### src/rtl/kbd_rx_pkg.sv
package kbd_rx_pkg;
  typedef enum logic [1:0] {
    ST_IDLE = 2'd0,
    ST_DATA = 2'd1,
    ST_PAR  = 2'd2,
    ST_STOP = 2'd3
  } rx_state_e;

  localparam logic [7:0] RESEND_CMD = 8'hFE;
  localparam logic [7:0] SHIFT_SEED = 8'h80;
endpackage

### src/rtl/kbd_line_sync.sv
module kbd_line_sync #(
  parameter int STAGES = 2
) (
  input  logic clk,
  input  logic rst_n,
  input  logic ps2_clk_i,
  input  logic ps2_dat_i,
  output logic clk_fall_o,
  output logic dat_o
);
  logic [STAGES-1:0] clk_sh_q, clk_sh_d;
  logic [STAGES-1:0] dat_sh_q, dat_sh_d;
  logic              clk_last_q;

  always_comb begin
    clk_sh_d = {clk_sh_q[STAGES-2:0], ps2_clk_i};
    dat_sh_d = {dat_sh_q[STAGES-2:0], ps2_dat_i};
  end

  // idle lines are high, so reset to high to avoid a false edge
  always_ff @(posedge clk or negedge rst_n) begin
    if (!rst_n) begin
      clk_sh_q   <= '1;
      dat_sh_q   <= '1;
      clk_last_q <= 1'b1;
    end else begin
      clk_sh_q   <= clk_sh_d;
      dat_sh_q   <= dat_sh_d;
      clk_last_q <= clk_sh_q[STAGES-1];
    end
  end

  assign clk_fall_o = clk_last_q & ~clk_sh_q[STAGES-1];
  assign dat_o      = dat_sh_q[STAGES-1];
endmodule

### src/rtl/kbd_frame_fsm.sv
module kbd_frame_fsm
  import kbd_rx_pkg::*;
#(
  parameter int TIMEOUT_TICKS = 100
) (
  input  logic       clk,
  input  logic       rst_n,
  input  logic       tick_i,
  input  logic       fall_i,
  input  logic       dat_i,
  output logic       push_o,
  output logic [7:0] push_data_o,
  output logic       resend_o
);
  localparam int TMR_W = $clog2(TIMEOUT_TICKS + 1);

  rx_state_e        st_q, st_d;
  logic [7:0]       sh_q, sh_d;
  logic [TMR_W-1:0] tmr_q, tmr_d;
  logic             push_q, push_d;
  logic [7:0]       pdata_q, pdata_d;
  logic             resend_q, resend_d;
  logic             expire;

  assign expire = tick_i && (tmr_q == TMR_W'(TIMEOUT_TICKS - 1));

  always_comb begin
    st_d     = st_q;
    sh_d     = sh_q;
    pdata_d  = pdata_q;
    push_d   = 1'b0;
    resend_d = 1'b0;
    if (st_q == ST_IDLE)  tmr_d = '0;
    else if (tick_i)      tmr_d = tmr_q + 1'b1;
    else                  tmr_d = tmr_q;
    if (fall_i) begin
      tmr_d = '0;
      unique case (st_q)
        ST_IDLE: if (!dat_i) begin
          st_d = ST_DATA;
          sh_d = SHIFT_SEED;
        end
        ST_DATA: begin
          sh_d = {dat_i, sh_q[7:1]};
          if (sh_q[0]) st_d = ST_PAR;
        end
        ST_PAR: begin
          if (dat_i == ~^sh_q) st_d = ST_STOP;
          else begin
            st_d     = ST_IDLE;
            resend_d = 1'b1;
          end
        end
        ST_STOP: begin
          st_d    = ST_IDLE;
          push_d  = dat_i;
          pdata_d = sh_q;
        end
        default: st_d = ST_IDLE;
      endcase
    end else if (st_q != ST_IDLE && expire) begin
      st_d = ST_IDLE;
    end
  end

  always_ff @(posedge clk or negedge rst_n) begin
    if (!rst_n) begin
      st_q     <= ST_IDLE;
      sh_q     <= '0;
      tmr_q    <= '0;
      push_q   <= 1'b0;
      pdata_q  <= '0;
      resend_q <= 1'b0;
    end else begin
      st_q     <= st_d;
      sh_q     <= sh_d;
      tmr_q    <= tmr_d;
      push_q   <= push_d;
      pdata_q  <= pdata_d;
      resend_q <= resend_d;
    end
  end

  assign push_o      = push_q;
  assign push_data_o = pdata_q;
  assign resend_o    = resend_q;

  p_start_high_idle_r3: assert property (@(posedge clk) disable iff (!rst_n)
    (st_q == ST_IDLE && fall_i && dat_i) |=> (st_q == ST_IDLE && !push_q));
  p_resend_single_r5: assert property (@(posedge clk) disable iff (!rst_n)
    resend_q |=> !resend_q);
  p_resend_idle_r5: assert property (@(posedge clk) disable iff (!rst_n)
    resend_q |-> (st_q == ST_IDLE && !push_q));
  p_stop_to_idle_r6: assert property (@(posedge clk) disable iff (!rst_n)
    (st_q == ST_STOP && fall_i) |=> st_q == ST_IDLE);
  p_timeout_idle_r7: assert property (@(posedge clk) disable iff (!rst_n)
    (st_q != ST_IDLE && !fall_i && expire) |=> st_q == ST_IDLE);
endmodule

### src/rtl/kbd_code_fifo.sv
module kbd_code_fifo #(
  parameter int DEPTH = 4,
  parameter int WIDTH = 8
) (
  input  logic             clk,
  input  logic             rst_n,
  input  logic             push_i,
  input  logic [WIDTH-1:0] push_data_i,
  input  logic             pop_i,
  output logic [WIDTH-1:0] head_o,
  output logic             valid_o
);
  localparam int PTR_W = (DEPTH > 1) ? $clog2(DEPTH) : 1;
  localparam int CNT_W = $clog2(DEPTH + 1);

  logic [WIDTH-1:0] mem_q [DEPTH];
  logic [PTR_W-1:0] wr_q, wr_d, rd_q, rd_d;
  logic [CNT_W-1:0] cnt_q, cnt_d;
  logic             full, empty, do_wr, do_rd;

  assign full  = (cnt_q == CNT_W'(DEPTH));
  assign empty = (cnt_q == '0);
  assign do_wr = push_i && !full;
  assign do_rd = pop_i && !empty;

  always_comb begin
    wr_d  = wr_q;
    rd_d  = rd_q;
    cnt_d = cnt_q;
    if (do_wr) wr_d = (wr_q == PTR_W'(DEPTH - 1)) ? '0 : wr_q + 1'b1;
    if (do_rd) rd_d = (rd_q == PTR_W'(DEPTH - 1)) ? '0 : rd_q + 1'b1;
    if (do_wr && !do_rd)      cnt_d = cnt_q + 1'b1;
    else if (do_rd && !do_wr) cnt_d = cnt_q - 1'b1;
  end

  always_ff @(posedge clk or negedge rst_n) begin
    if (!rst_n) begin
      wr_q  <= '0;
      rd_q  <= '0;
      cnt_q <= '0;
    end else begin
      wr_q  <= wr_d;
      rd_q  <= rd_d;
      cnt_q <= cnt_d;
    end
  end

  for (genvar g = 0; g < DEPTH; g++) begin : g_slot
    always_ff @(posedge clk or negedge rst_n) begin
      if (!rst_n)                             mem_q[g] <= '0;
      else if (do_wr && wr_q == PTR_W'(g))    mem_q[g] <= push_data_i;
    end
  end

  assign head_o  = mem_q[rd_q];
  assign valid_o = !empty;

  p_no_overflow_r9: assert property (@(posedge clk) disable iff (!rst_n)
    (push_i && full && !pop_i) |=> (cnt_q == CNT_W'(DEPTH) && $stable(wr_q)));
  p_empty_pop_r10: assert property (@(posedge clk) disable iff (!rst_n)
    (pop_i && empty && !push_i) |=> (cnt_q == '0 && $stable(rd_q)));
  p_count_bound_r8: assert property (@(posedge clk) disable iff (!rst_n)
    cnt_q <= CNT_W'(DEPTH));
endmodule

### src/rtl/kbd_frame_rx.sv
module kbd_frame_rx
  import kbd_rx_pkg::*;
#(
  parameter int TIMEOUT_TICKS = 100,
  parameter int FIFO_DEPTH    = 4,
  parameter int SYNC_STAGES   = 2
) (
  input  logic       clk,
  input  logic       rst_n,
  input  logic       tick_i,
  input  logic       ps2_clk_i,
  input  logic       ps2_dat_i,
  input  logic       pop_i,
  output logic [7:0] code_o,
  output logic       code_valid_o,
  output logic       resend_req_o,
  output logic [7:0] resend_byte_o
);
  logic       fall, dat_s, push;
  logic [7:0] push_data;

  kbd_line_sync #(.STAGES(SYNC_STAGES)) u_sync (
    .clk        (clk),
    .rst_n      (rst_n),
    .ps2_clk_i  (ps2_clk_i),
    .ps2_dat_i  (ps2_dat_i),
    .clk_fall_o (fall),
    .dat_o      (dat_s)
  );

  kbd_frame_fsm #(.TIMEOUT_TICKS(TIMEOUT_TICKS)) u_fsm (
    .clk         (clk),
    .rst_n       (rst_n),
    .tick_i      (tick_i),
    .fall_i      (fall),
    .dat_i       (dat_s),
    .push_o      (push),
    .push_data_o (push_data),
    .resend_o    (resend_req_o)
  );

  kbd_code_fifo #(.DEPTH(FIFO_DEPTH), .WIDTH(8)) u_fifo (
    .clk         (clk),
    .rst_n       (rst_n),
    .push_i      (push),
    .push_data_i (push_data),
    .pop_i       (pop_i),
    .head_o      (code_o),
    .valid_o     (code_valid_o)
  );

  assign resend_byte_o = RESEND_CMD;

  p_resend_no_store_r5: assert property (@(posedge clk) disable iff (!rst_n)
    resend_req_o |-> !push);
endmodule

### config.mk
export PLATFORM = sky130hd
export DESIGN_NAME = kbd_frame_rx
export DESIGN_NICKNAME = d
export VERILOG_FILES = /design/src/rtl/kbd_rx_pkg.sv /design/src/rtl/kbd_line_sync.sv /design/src/rtl/kbd_frame_fsm.sv /design/src/rtl/kbd_code_fifo.sv /design/src/rtl/kbd_frame_rx.sv
export SDC_FILE = /design/constraint.sdc
export NUM_CORES = 1
export LEC_CHECK = 0
export BUFFER_PORTS_ARGS = -buffer_cell sky130_fd_sc_hd__buf_2
export CAP_MARGIN = 25
export CORE_UTILIZATION = 35
export CTS_CLUSTER_DIAMETER = 150
export DETAILED_ROUTE_END_ITERATION = 7
export HOLD_SLACK_MARGIN = 0.08
export PLACE_DENSITY = 0.56
export SLEW_MARGIN = 20
export SYNTH_ARGS = -nofsm -noshare
export SYNTH_HDL_FRONTEND = slang
export SYNTH_SLANG_ARGS = --single-unit
### constraint.sdc
create_clock -name clk -period 3.5 [get_ports clk]
set_input_delay 0.35 -clock clk [delete_from_list [all_inputs] [get_ports clk]]
set_output_delay 0.35 -clock clk [all_outputs]
set_load 0.02 [all_outputs]
==> flow_metrics.env, run 1 <==
export IMPL_rows=34
export IMPL_antenna_found_initial=0
export IMPL_fin_area_um2=3560
export IMPL_synth_cell_type_count=36
export IMPL_required_ns=3.15
export IMPL_cp_slowest_stage_delay_ns=0.73
export IMPL_layout_common_cells="66 x dfrtp_1, 40 x mux2_1, 15 x nand2_1, 15 x buf_2, 13 x nor2_1"
export IMPL_start_util_pct=36.1
export IMPL_cts_tree="yes"
export IMPL_rsz0062_at_grt="no"
export IMPL_worst_ir_drop_vdd_v=0.000265
export IMPL_port_buffers=15
export IMPL_num_antenna_cells=0
export IMPL_root_buffer="clkbuf_8"
export IMPL_max_cap_violations=0
export IMPL_yosys_top_cells_area="dfrtp_1 52%, mux2_1 14%, mux4_2 5.7%"
export IMPL_ys_async_sr_fraction_pct=100
export IMPL_power_net_switching_w=0.000617
export IMPL_power_internal_w=0.00158
export IMPL_overflow=0
export IMPL_start_kind="flop"
export IMPL_ys_seq_area_share_pct=56.6
export IMPL_p_per_area_nw_per_um2=618
export IMPL_hold_viol_final=0
export IMPL_netlist_area_leader_share_pct=52.5
export IMPL_cp_max_fo=11
export IMPL_p_seq_share_pct=48.2
export IMPL_post_route_min_period_ns=2.19
export IMPL_dpl_hpwl_um=3500
export IMPL_worstPathCellList="mux4_2, buf_2"
export IMPL_crit_buf_inv=1
export IMPL_synth_warning_count=0
export IMPL_drtIter0Drc=56
export IMPL_routed_via_density=4.80
export IMPL_insertion_delay_ns=0.34
export IMPL_postSynthCellCount=227
export IMPL_yosys_area_top_type="dfrtp_1"
export IMPL_grt_max_degree=41
export IMPL_finalMaxSlewViolations=0
export IMPL_floorplan_die_area_um2=9380
export IMPL_layout_commonest_cell="dfrtp_1"
export IMPL_routed_wl_um=5160
export IMPL_drive_above_1_share_pct=18.4
export IMPL_synth_edf_count=0
export IMPL_p_clk_share_pct=33.2
export IMPL_slew_headroom_pct=40.9
export IMPL_comb_power_share_pct=18.6
export IMPL_fin_util_pct=40.8
export IMPL_fin_crit_sh_pct=62.6
export IMPL_die_w_um=96.8
export IMPL_grt_pass1_vias=1788
export IMPL_ys_flop_type="dfrtp_1"
export IMPL_slowest_stage="dfrtp_1"
export IMPL_yosys_register_bits=71
export IMPL_h_tree_depth=3
export IMPL_critPathKind="reg2out"
export IMPL_status="completed"
export IMPL_p_leak_nw=1.78
export IMPL_crit_path_end_kind="output port"
export IMPL_area_growth_pct=13.0
export IMPL_setup_tns_ns=0
export IMPL_grtUsageTotal_pct=12.5
export IMPL_die_h_um=96.8
export IMPL_placed_area_um2=3310
export IMPL_nets=264
export IMPL_ios=24
export IMPL_globalplace_congestion=0.676
export IMPL_setup_viol=0
export IMPL_clock_path_buffers=2
export IMPL_clock_sinks=71
export IMPL_switching_share_pct=28.0
export IMPL_hold_path_class="in2async"
export IMPL_cts_clk_slew_worst_paths_ns=0.07
export IMPL_fmax_mhz=456
export IMPL_cts_made_buffers=9
export IMPL_worstPathArrival_ns=1.84
export IMPL_grt_pass1_wl_um=9040
export IMPL_netlist_area_um2=3150
export IMPL_routedWlPerCell_um=14.2
export IMPL_path_delay_family="flip-flops"
export IMPL_dr_pass1_iters=4
export IMPL_drc=0
export IMPL_ant_nets=0
export IMPL_fin_skew_ns=0.00980
export IMPL_core_um2=8720
export IMPL_worstMarginPinSlew_ns=0.887
export IMPL_vias=1741
export IMPL_syn_area_per_cell_um2=13.9
[metrics by stage]
step,instances,hold WS [ns],worst slack (ns),power [W]
after floorplan,233,0.0544,1.40,0.00139
after detailed placement,345,0.348,1.41,0.00149
after global placement,345,0.347,1.46,0.00148
final,363,0.134,1.31,0.00220
after CTS,361,0.0872,1.24,0.00223
after global routing,363,0.185,1.17,0.00233
[Yosys cell counts (all sizes together), types with 4 or more instances]
master  instances
nor2b           4
mux2           42
inv             5
dfrtp          66
o21ai           5
xnor2           6
or3             4
nand2          15
a22o            7
buf            11
xor2            8
nor2           13
dfstp           5
mux4            8
ha              7
[registers in the layout (all words and copies together) (netlist names)]
name               cells
u_fsm.tmr_q            7
u_fsm.sh_q             8
u_fifo.cnt_q           3
u_fifo.rd_q            2
u_fsm.resend_o         1
u_sync.dat_sh_q        2
u_sync.clk_last_q      1
u_fifo.mem_q          32
u_fsm.push_o           1
u_sync.clk_sh_q        2
u_fsm.st_q             2
u_fsm.push_data_o      8
u_fifo.wr_q            2
[routing by layer]
| layer | wire length (um) | global-route usage [%] |
|---|---|---|
| met1 | 2580 | 16.7 |
| met2 | 2310 | 18.2 |
| met3 | 197 | 4.70 |
| met4 | 66 | 5.17 |
| met5 | 0 | 0 |
[cells by family (layout without fill, tap and decap cells)]
| group | Yosys count | after routing | share of synthesized area, % |
|---|---|---|---|
| AO/OA/AOI/OAI | 20 | 20 | 4.81 |
| other | 2 | 8 | 0.239 |
| AND/OR/NAND/NOR | 42 | 42 | 6.04 |
| flip-flops | 71 | 71 | 56.6 |
| multiplexers | 51 | 51 | 21.1 |
| XOR/XNOR | 15 | 15 | 4.61 |
| buffers and inverters | 18 | 40 | 3.18 |
| adder cells (fa/ha/maj) | 8 | 8 | 3.42 |
[final timing paths]
| path | from | endpoint | slack (ns) | depth (start not counted) |
|---|---|---|---|---|
| setup / recovery | u_fifo.rd_q[0] | code_o[0] | 1.31 | 2 |
| hold / removal | rst_n | u_fsm.push_data_o[3] | 0.13 | 1 |
| setup reg to reg | u_fifo.cnt_q[2] | u_fifo.cnt_q[2] | 1.40 | 8 |
| hold reg to reg | u_sync.clk_sh_q[0] | u_sync.clk_sh_q[1] | 0.36 | 0 |
| max in group asynchronous | rst_n | u_sync.dat_sh_q[0] | 2.52 | 2 |
| min in group clk | tick_i | u_fsm.tmr_q[0] | 0.34 | 3 |
[power by group through the flow]
stage / clock [W] / combinational [W] / sequential, W
3_5_place_dp: 0 / 0.000413 / 0.00108
2_1_floorplan: 0 / 0.000405 / 0.000990
4_1_cts: 0.000751 / 0.000414 / 0.00106
3_3_place_gp: 0 / 0.000407 / 0.00107
6_report: 0.000730 / 0.000409 / 0.00106
5_1_grt: 0.000790 / 0.000459 / 0.00108
[what timing repair did]
| action | 4_1_cts | 5_1_grt |
|---|---|---|
| gates resized for setup | 0 | 0 |
| endpoints found under the hold margin | 0 | 2 |
| hold buffers | 0 | 2 |
| endpoints found under the setup margin | 0 | 0 |
| setup buffers | 0 | 0 |
[layout make-up]
class	instances	area [um^2]
fill	812	5160
sequential	71	1780
multi-input combinational	144	1290
clock buffer	13	159
tap	108	135
timing repair buffer	19	110
clock inverter	3	65.1
inverter	5	18.8
Note: power is estimated with default switching activity, not from simulation.
==> run 2, diff against run 1 <==
==> constraint.sdc (replaced) <==
create_clock -name clk -period 2.1 [get_ports clk]
set_input_delay 0.21 -clock clk [delete_from_list [all_inputs] [get_ports clk]]
set_output_delay 0.21 -clock clk [all_outputs]
set_load 0.02 [all_outputs]
==> flow_metrics.env, run 2 (same netlist as run 1, synthesis figures left out) <==
export IMPL_hold_path_class="in2reg"
export IMPL_rsz0062_at_grt="no"
export IMPL_dpl_hpwl_um=3330
export IMPL_crit_path_end_kind="flop"
export IMPL_fin_crit_sh_pct=94.8
export IMPL_grt_pass1_vias=1783
export IMPL_setup_tns_ns=0
export IMPL_whs_path_depth=3
export IMPL_ant_nets=0
export IMPL_area_growth_pct=15.1
export IMPL_grtUsageMet3_pct=5.06
export IMPL_switching_share_pct=29.0
export IMPL_post_route_min_period_ns=1.99
export IMPL_num_antenna_cells=0
export IMPL_cts_made_buffers=9
export IMPL_dr_pass1_iters=4
export IMPL_layout_common_cells="65 x dfrtp_1, 40 x mux2_1, 15 x buf_2"
export IMPL_p_seq_share_pct=46.8
export IMPL_setup_viol=0
export IMPL_cts_clk_slew_worst_paths_ns=0.07
export IMPL_insertion_delay_ns=0.33
export IMPL_whs_endpoint="u_fsm.tmr_q[0]"
export IMPL_grtUsageTotal_pct=12.1
export IMPL_critPathKind="reg2reg"
export IMPL_start_util_pct=36.1
export IMPL_cp_slowest_stage_delay_ns=0.41
export IMPL_slew_headroom_pct=61.5
export IMPL_r2r_start="u_fifo.cnt_q[2]"
export IMPL_ios=24
export IMPL_grt_pass1_wl_um=8850
export IMPL_clock_path_buffers=2
export IMPL_vias=1778
export IMPL_r2r_end="u_fifo.cnt_q[2]"
export IMPL_layout_commonest_cell="dfrtp_1"
export IMPL_top_register="u_fifo.mem_q"
export IMPL_place_worst_setup_slack_ns=0.108
export IMPL_clock_sinks=71
export IMPL_globalRouteMet2Util_pct=18.7
export IMPL_routed_wl_um=5060
export IMPL_core_um2=8720
export IMPL_p_per_area_nw_per_um2=1010
export IMPL_hold_start="tick_i"
export IMPL_largest_register_ffs=32
export IMPL_power_net_switching_w=0.00106
export IMPL_layout_setup_ws_ns=0.110
export IMPL_worstMarginPinSlew_ns=0.576
export IMPL_root_buffer="clkbuf_8"
export IMPL_worstPathCellList="or3_4, nand2_2, ha_2, inv_1, fa_1, xor2_1, nor2_1, xor2_1"
export IMPL_rows=34
export IMPL_die_h_um=96.8
export IMPL_comb_power_share_pct=22.5
export IMPL_cp_max_fo=3
export IMPL_drtIter0Drc=68
export IMPL_routed_via_density=4.81
export IMPL_drive_above_1_share_pct=22.1
export IMPL_nets=271
export IMPL_p_clk_share_pct=30.7
export IMPL_worstPathArrival_ns=2.25
export IMPL_slowest_stage="dfrtp_1"
export IMPL_die_w_um=96.8
export IMPL_drc=0
export IMPL_finalMaxSlewViolations=0
export IMPL_fmax_mhz=503
export IMPL_p_leak_nw=1.80
export IMPL_r2r_worst_path_cells=8
export IMPL_worst_ir_drop_vdd_v=0.000529
export IMPL_max_cap_violations=0
export IMPL_required_ns=2.36
export IMPL_gr_usage_met1_pct=15.6
export IMPL_hold_viol_final=0
export IMPL_routedWlPerCell_um=13.7
export IMPL_fin_skew_ns=0.0110
export IMPL_floorplan_die_area_um2=9380
export IMPL_ff2ff_setup_slack_ns=0.11
export IMPL_start_kind="flop"
export IMPL_cts_tree="yes"
export IMPL_grt_max_degree=72
export IMPL_globalplace_congestion=0.757
export IMPL_h_tree_depth=3
export IMPL_cpMostUsedCell="xor2_1"
export IMPL_grt_busiest_layer="met2"
export IMPL_power_internal_w=0.00259
export IMPL_port_buffers=15
export IMPL_antenna_found_initial=0
export IMPL_overflow=0
export IMPL_status="completed"
## run 2: through the flow
stage / util [%] / hold WS (ns) / instances / total power, W / cell area [um^2]
2_1_floorplan: - / -0.0856 / 233 / 0.00233 / 3180
3_3_place_gp: 38.6 / 0.274 / 350 / 0.00253 / 3370
3_5_place_dp: 38.6 / 0.274 / 350 / 0.00254 / 3370
4_1_cts: 41.4 / 0.172 / 369 / 0.00370 / 3610
5_1_grt: 41.5 / 0.191 / 370 / 0.00390 / 3620
6_report: 41.5 / 0.193 / 370 / 0.00365 / 3620
## run 2: power groups by stage
stage / logic (W) / registers (W) / clock network, W
6_report: 0.000820 / 0.00171 / 0.00112
5_1_grt: 0.000941 / 0.00173 / 0.00123
4_1_cts: 0.000818 / 0.00171 / 0.00118
3_5_place_dp: 0.000809 / 0.00173 / 0
3_3_place_gp: 0.000794 / 0.00173 / 0
2_1_floorplan: 0.000681 / 0.00165 / 0
## run 2: timing repair
item | 4_1_cts | 5_1_grt
hold buffers | 3 | 0
gates resized for setup | 0 | 3
endpoints found under the setup margin | 0 | 1
hold endpoints to repair | 68 | 0
setup buffers | 0 | 1
## run 2: metal layers
metal	share of wire, %	routed length, um
met1	49	2470
met2	47	2360
met3	3.9	197
met4	0.77	39
met5	0	0
## run 2: worst max-delay path by stage
stage / endpoint / slack [ns] / startpoint / depth (start not counted)
6_report: u_fifo.cnt_q[2] / 0.11 / u_fifo.cnt_q[2] / 8
5_1_grt: u_fifo.cnt_q[2] / 0.0009 / u_fifo.cnt_q[2] / 8
4_1_cts: u_fifo.cnt_q[2] / 0.08 / u_fifo.cnt_q[2] / 8
3_5_place_dp: u_fifo.cnt_q[2] / 0.11 / u_fifo.cnt_q[2] / 8
3_3_place_gp: u_fifo.cnt_q[2] / 0.14 / u_fifo.cnt_q[2] / 8
2_1_floorplan: u_fifo.cnt_q[2] / 0.07 / u_fifo.cnt_q[0] / 8
## run 2: layout make-up
class,count,area (um^2)
clock buffers,12,155
clock inverters,4,53.8
fillers,803,5100
inverters,5,18.8
multi-input cells,144,1300
flip-flops and latches,71,1780
well taps,108,135
repair buffers,26,178
## run 2: worst max-delay path: cells and delay by family (launching register included)
family,cells,cell delay (ns)
adder cells (fa/ha/maj),2,0.55
AND/OR/NAND/NOR,3,0.61
XOR/XNOR,2,0.31
buffers and inverters,1,0.05
flip-flops,1,0.41
==> run 3, diff against run 2 <==
--- a/config.mk
+++ b/config.mk
@@ -7,11 +7,14 @@
 export LEC_CHECK = 0
 export BUFFER_PORTS_ARGS = -buffer_cell sky130_fd_sc_hd__buf_2
 export CAP_MARGIN = 25
+export CORE_ASPECT_RATIO = 0.7
 export CORE_UTILIZATION = 35
+export CTS_BUF_LIST = sky130_fd_sc_hd__clkbuf_16
 export CTS_CLUSTER_DIAMETER = 150
 export DETAILED_ROUTE_END_ITERATION = 7
 export HOLD_SLACK_MARGIN = 0.08
 export PLACE_DENSITY = 0.56
+export SKIP_CTS_REPAIR_TIMING = 1
 export SLEW_MARGIN = 20
 export SYNTH_ARGS = -nofsm -noshare
 export SYNTH_HDL_FRONTEND = slang
==> flow_metrics.env, run 3 (same netlist as run 1, synthesis figures left out) <==
export IMPL_grt_max_degree=72
export IMPL_ios=24
export IMPL_layout_commonest_cell="dfrtp_1"
export IMPL_switching_share_pct=27.2
export IMPL_port_buffers=15
export IMPL_setup_viol=0
export IMPL_overflow=0
export IMPL_hold_viol_final=0
export IMPL_start_kind="flop"
export IMPL_status="completed"
export IMPL_worstPathArrival_ns=2.25
export IMPL_h_tree_depth=3
export IMPL_r2r_end="u_fifo.cnt_q[2]"
export IMPL_critPathKind="reg2reg"
export IMPL_clock_sinks=71
export IMPL_r2r_worst_path_cells=8
export IMPL_start_util_pct=36.7
export IMPL_multi_input_area_um2=1300
export IMPL_worstPathCellList="or3_4, nand2_1, ha_2, inv_1, fa_1, xor2_1, nor2_1, xor2_1"
export IMPL_required_ns=2.35
export IMPL_slew_headroom_pct=66.0
export IMPL_grt_pass1_wl_um=9450
export IMPL_routed_wl_um=5460
export IMPL_largest_register_ffs=32
export IMPL_cts_tree="yes"
export IMPL_drc=0
export IMPL_antenna_found_initial=0
export IMPL_fin_area_um2=3740
export IMPL_drtIter0Drc=101
export IMPL_grt_pass1_vias=1796
export IMPL_finalMaxSlewViolations=0
export IMPL_power_net_switching_w=0.00112
export IMPL_root_buffer="clkbuf_16"
export IMPL_rows=28
export IMPL_insertion_delay_ns=0.33
export IMPL_p_leak_nw=1.86
export IMPL_p_per_area_nw_per_um2=1100
export IMPL_nets=271
export IMPL_cp_max_fo=4
export IMPL_die_h_um=81.3
export IMPL_fin_skew_ns=0.00586
export IMPL_power_internal_w=0.00300
export IMPL_register_area_um2=1780
export IMPL_ff2ff_setup_slack_ns=0.10
export IMPL_crit_buf_inv=1
export IMPL_worstMarginPinSlew_ns=0.509
export IMPL_clock_path_buffers=2
export IMPL_floorplan_die_area_um2=9380
export IMPL_cpMostUsedCell="xor2_1"
export IMPL_whs_endpoint="u_fsm.tmr_q[0]"
export IMPL_slowest_stage="dfrtp_1"
export IMPL_cts_clk_slew_worst_paths_ns=0.06
export IMPL_placed_area_um2=3380
export IMPL_layout_common_cells="65 x dfrtp_1, 40 x mux2_1, 15 x nand2_1, 15 x buf_2, 13 x nor2_1"
export IMPL_p_seq_share_pct=41.8
export IMPL_hold_path_class="in2reg"
export IMPL_power_w=0.00412
export IMPL_worst_ir_drop_vdd_v=0.000481
export IMPL_vias=1785
export IMPL_max_cap_violations=0
export IMPL_path_delay_family="simple AND/OR/NAND/NOR gates"
export IMPL_globalplace_congestion=0.782
export IMPL_whs_path_depth=3
export IMPL_routedWlPerCell_um=14.3
export IMPL_core_um2=8580
export IMPL_die_w_um=115
export IMPL_cp_slowest_stage_delay_ns=0.43
export IMPL_post_route_min_period_ns=2.00
export IMPL_crit_start="u_fifo.cnt_q[1]"
export IMPL_area_growth_pct=18.7
export IMPL_crit_path_end_kind="flop"
export IMPL_drive_above_1_share_pct=21.1
export IMPL_ant_nets=0
export IMPL_fillers=790
export IMPL_hold_start="tick_i"
export IMPL_cts_made_buffers=9
export IMPL_dpl_hpwl_um=3670
export IMPL_p_clk_share_pct=37.6
export IMPL_comb_power_share_pct=20.5
export IMPL_r2r_start="u_fifo.cnt_q[1]"
export IMPL_top_register="u_fifo.mem_q"
export IMPL_routed_via_density=4.69
export IMPL_grtUsageTotal_pct=14.0
export IMPL_num_antenna_cells=0
export IMPL_fin_crit_sh_pct=95.0
export IMPL_fmax_mhz=501
export IMPL_dr_pass1_iters=6
run 3: cell types whose count changed in the layout (fill, tap and decap cells not counted), sizes merged:
cell	before	now
bufinv	1	2
clkbuf	12	9
clkinv	1	3
clkinvlp	2	0
inv	5	6
run 3: layout make-up:
class / count / area share, %
Inverter: 5 / 0.502
Tap cell: 120 / 4.02
Timing Repair Buffer: 26 / 4.76
Sequential cell: 71 / 47.8
Clock inverter: 6 / 2.08
Clock buffer: 9 / 6.03
Multi-Input combinational cell: 144 / 34.9
run 3: power by group through the flow:
stage | Sequential [W] | Clock (W) | Combinational [W]
global placement | 0.00174 | 0 | 0.000778
detailed placement | 0.00175 | 0 | 0.000795
floorplan | 0.00165 | 0 | 0.000681
finish | 0.00172 | 0.00155 | 0.000846
global route | 0.00175 | 0.00166 | 0.000939
CTS | 0.00173 | 0.00160 | 0.000807
run 3: worst reg2reg max path, delay by kind of cell (launching register included):
family / cells / cell delay (ns)
simple gates: 3 / 0.57
fa+ha+maj: 2 / 0.56
flops: 1 / 0.43
xor+xnor: 2 / 0.30
buf+inv: 1 / 0.05
run 3: through the flow:
| stage | worst slack (ns) | TNS, ns | hold WS [ns] | std cells | utilization [%] |
|---|---|---|---|---|---|
| 2_1_floorplan | 0.0723 | 0 | -0.0856 | 233 | - |
| 3_3_place_gp | 0.129 | 0 | 0.267 | 361 | 39.3 |
| 3_5_place_dp | 0.0651 | 0 | 0.272 | 361 | 39.3 |
| 4_1_cts | 0.0420 | 0 | -0.0865 | 376 | 42.9 |
| 5_1_grt | -0.00988 | -0.00988 | 0.231 | 381 | 43.5 |
| 6_report | 0.105 | 0 | 0.208 | 381 | 43.5 |
run 3: metal layers:
layer	vias up	global-route usage, %	share of wire (%)
li1	849	-	-
met1	896	19.9	53
met2	30	18.4	40
met3	10	6.27	5.1
met4	0	5.45	1.7
met5	-	0	0
run 3: worst max-delay path by stage:
stage | endpoint | slack, ns | depth (start not counted)
global route | u_fifo.cnt_q[2] | -0.01 | 8
floorplan | u_fifo.cnt_q[2] | 0.07 | 8
finish | u_fifo.cnt_q[2] | 0.10 | 8
CTS | u_fifo.cnt_q[2] | 0.04 | 8
global placement | u_fifo.cnt_q[2] | 0.13 | 8
detailed placement | u_fifo.cnt_q[2] | 0.07 | 8
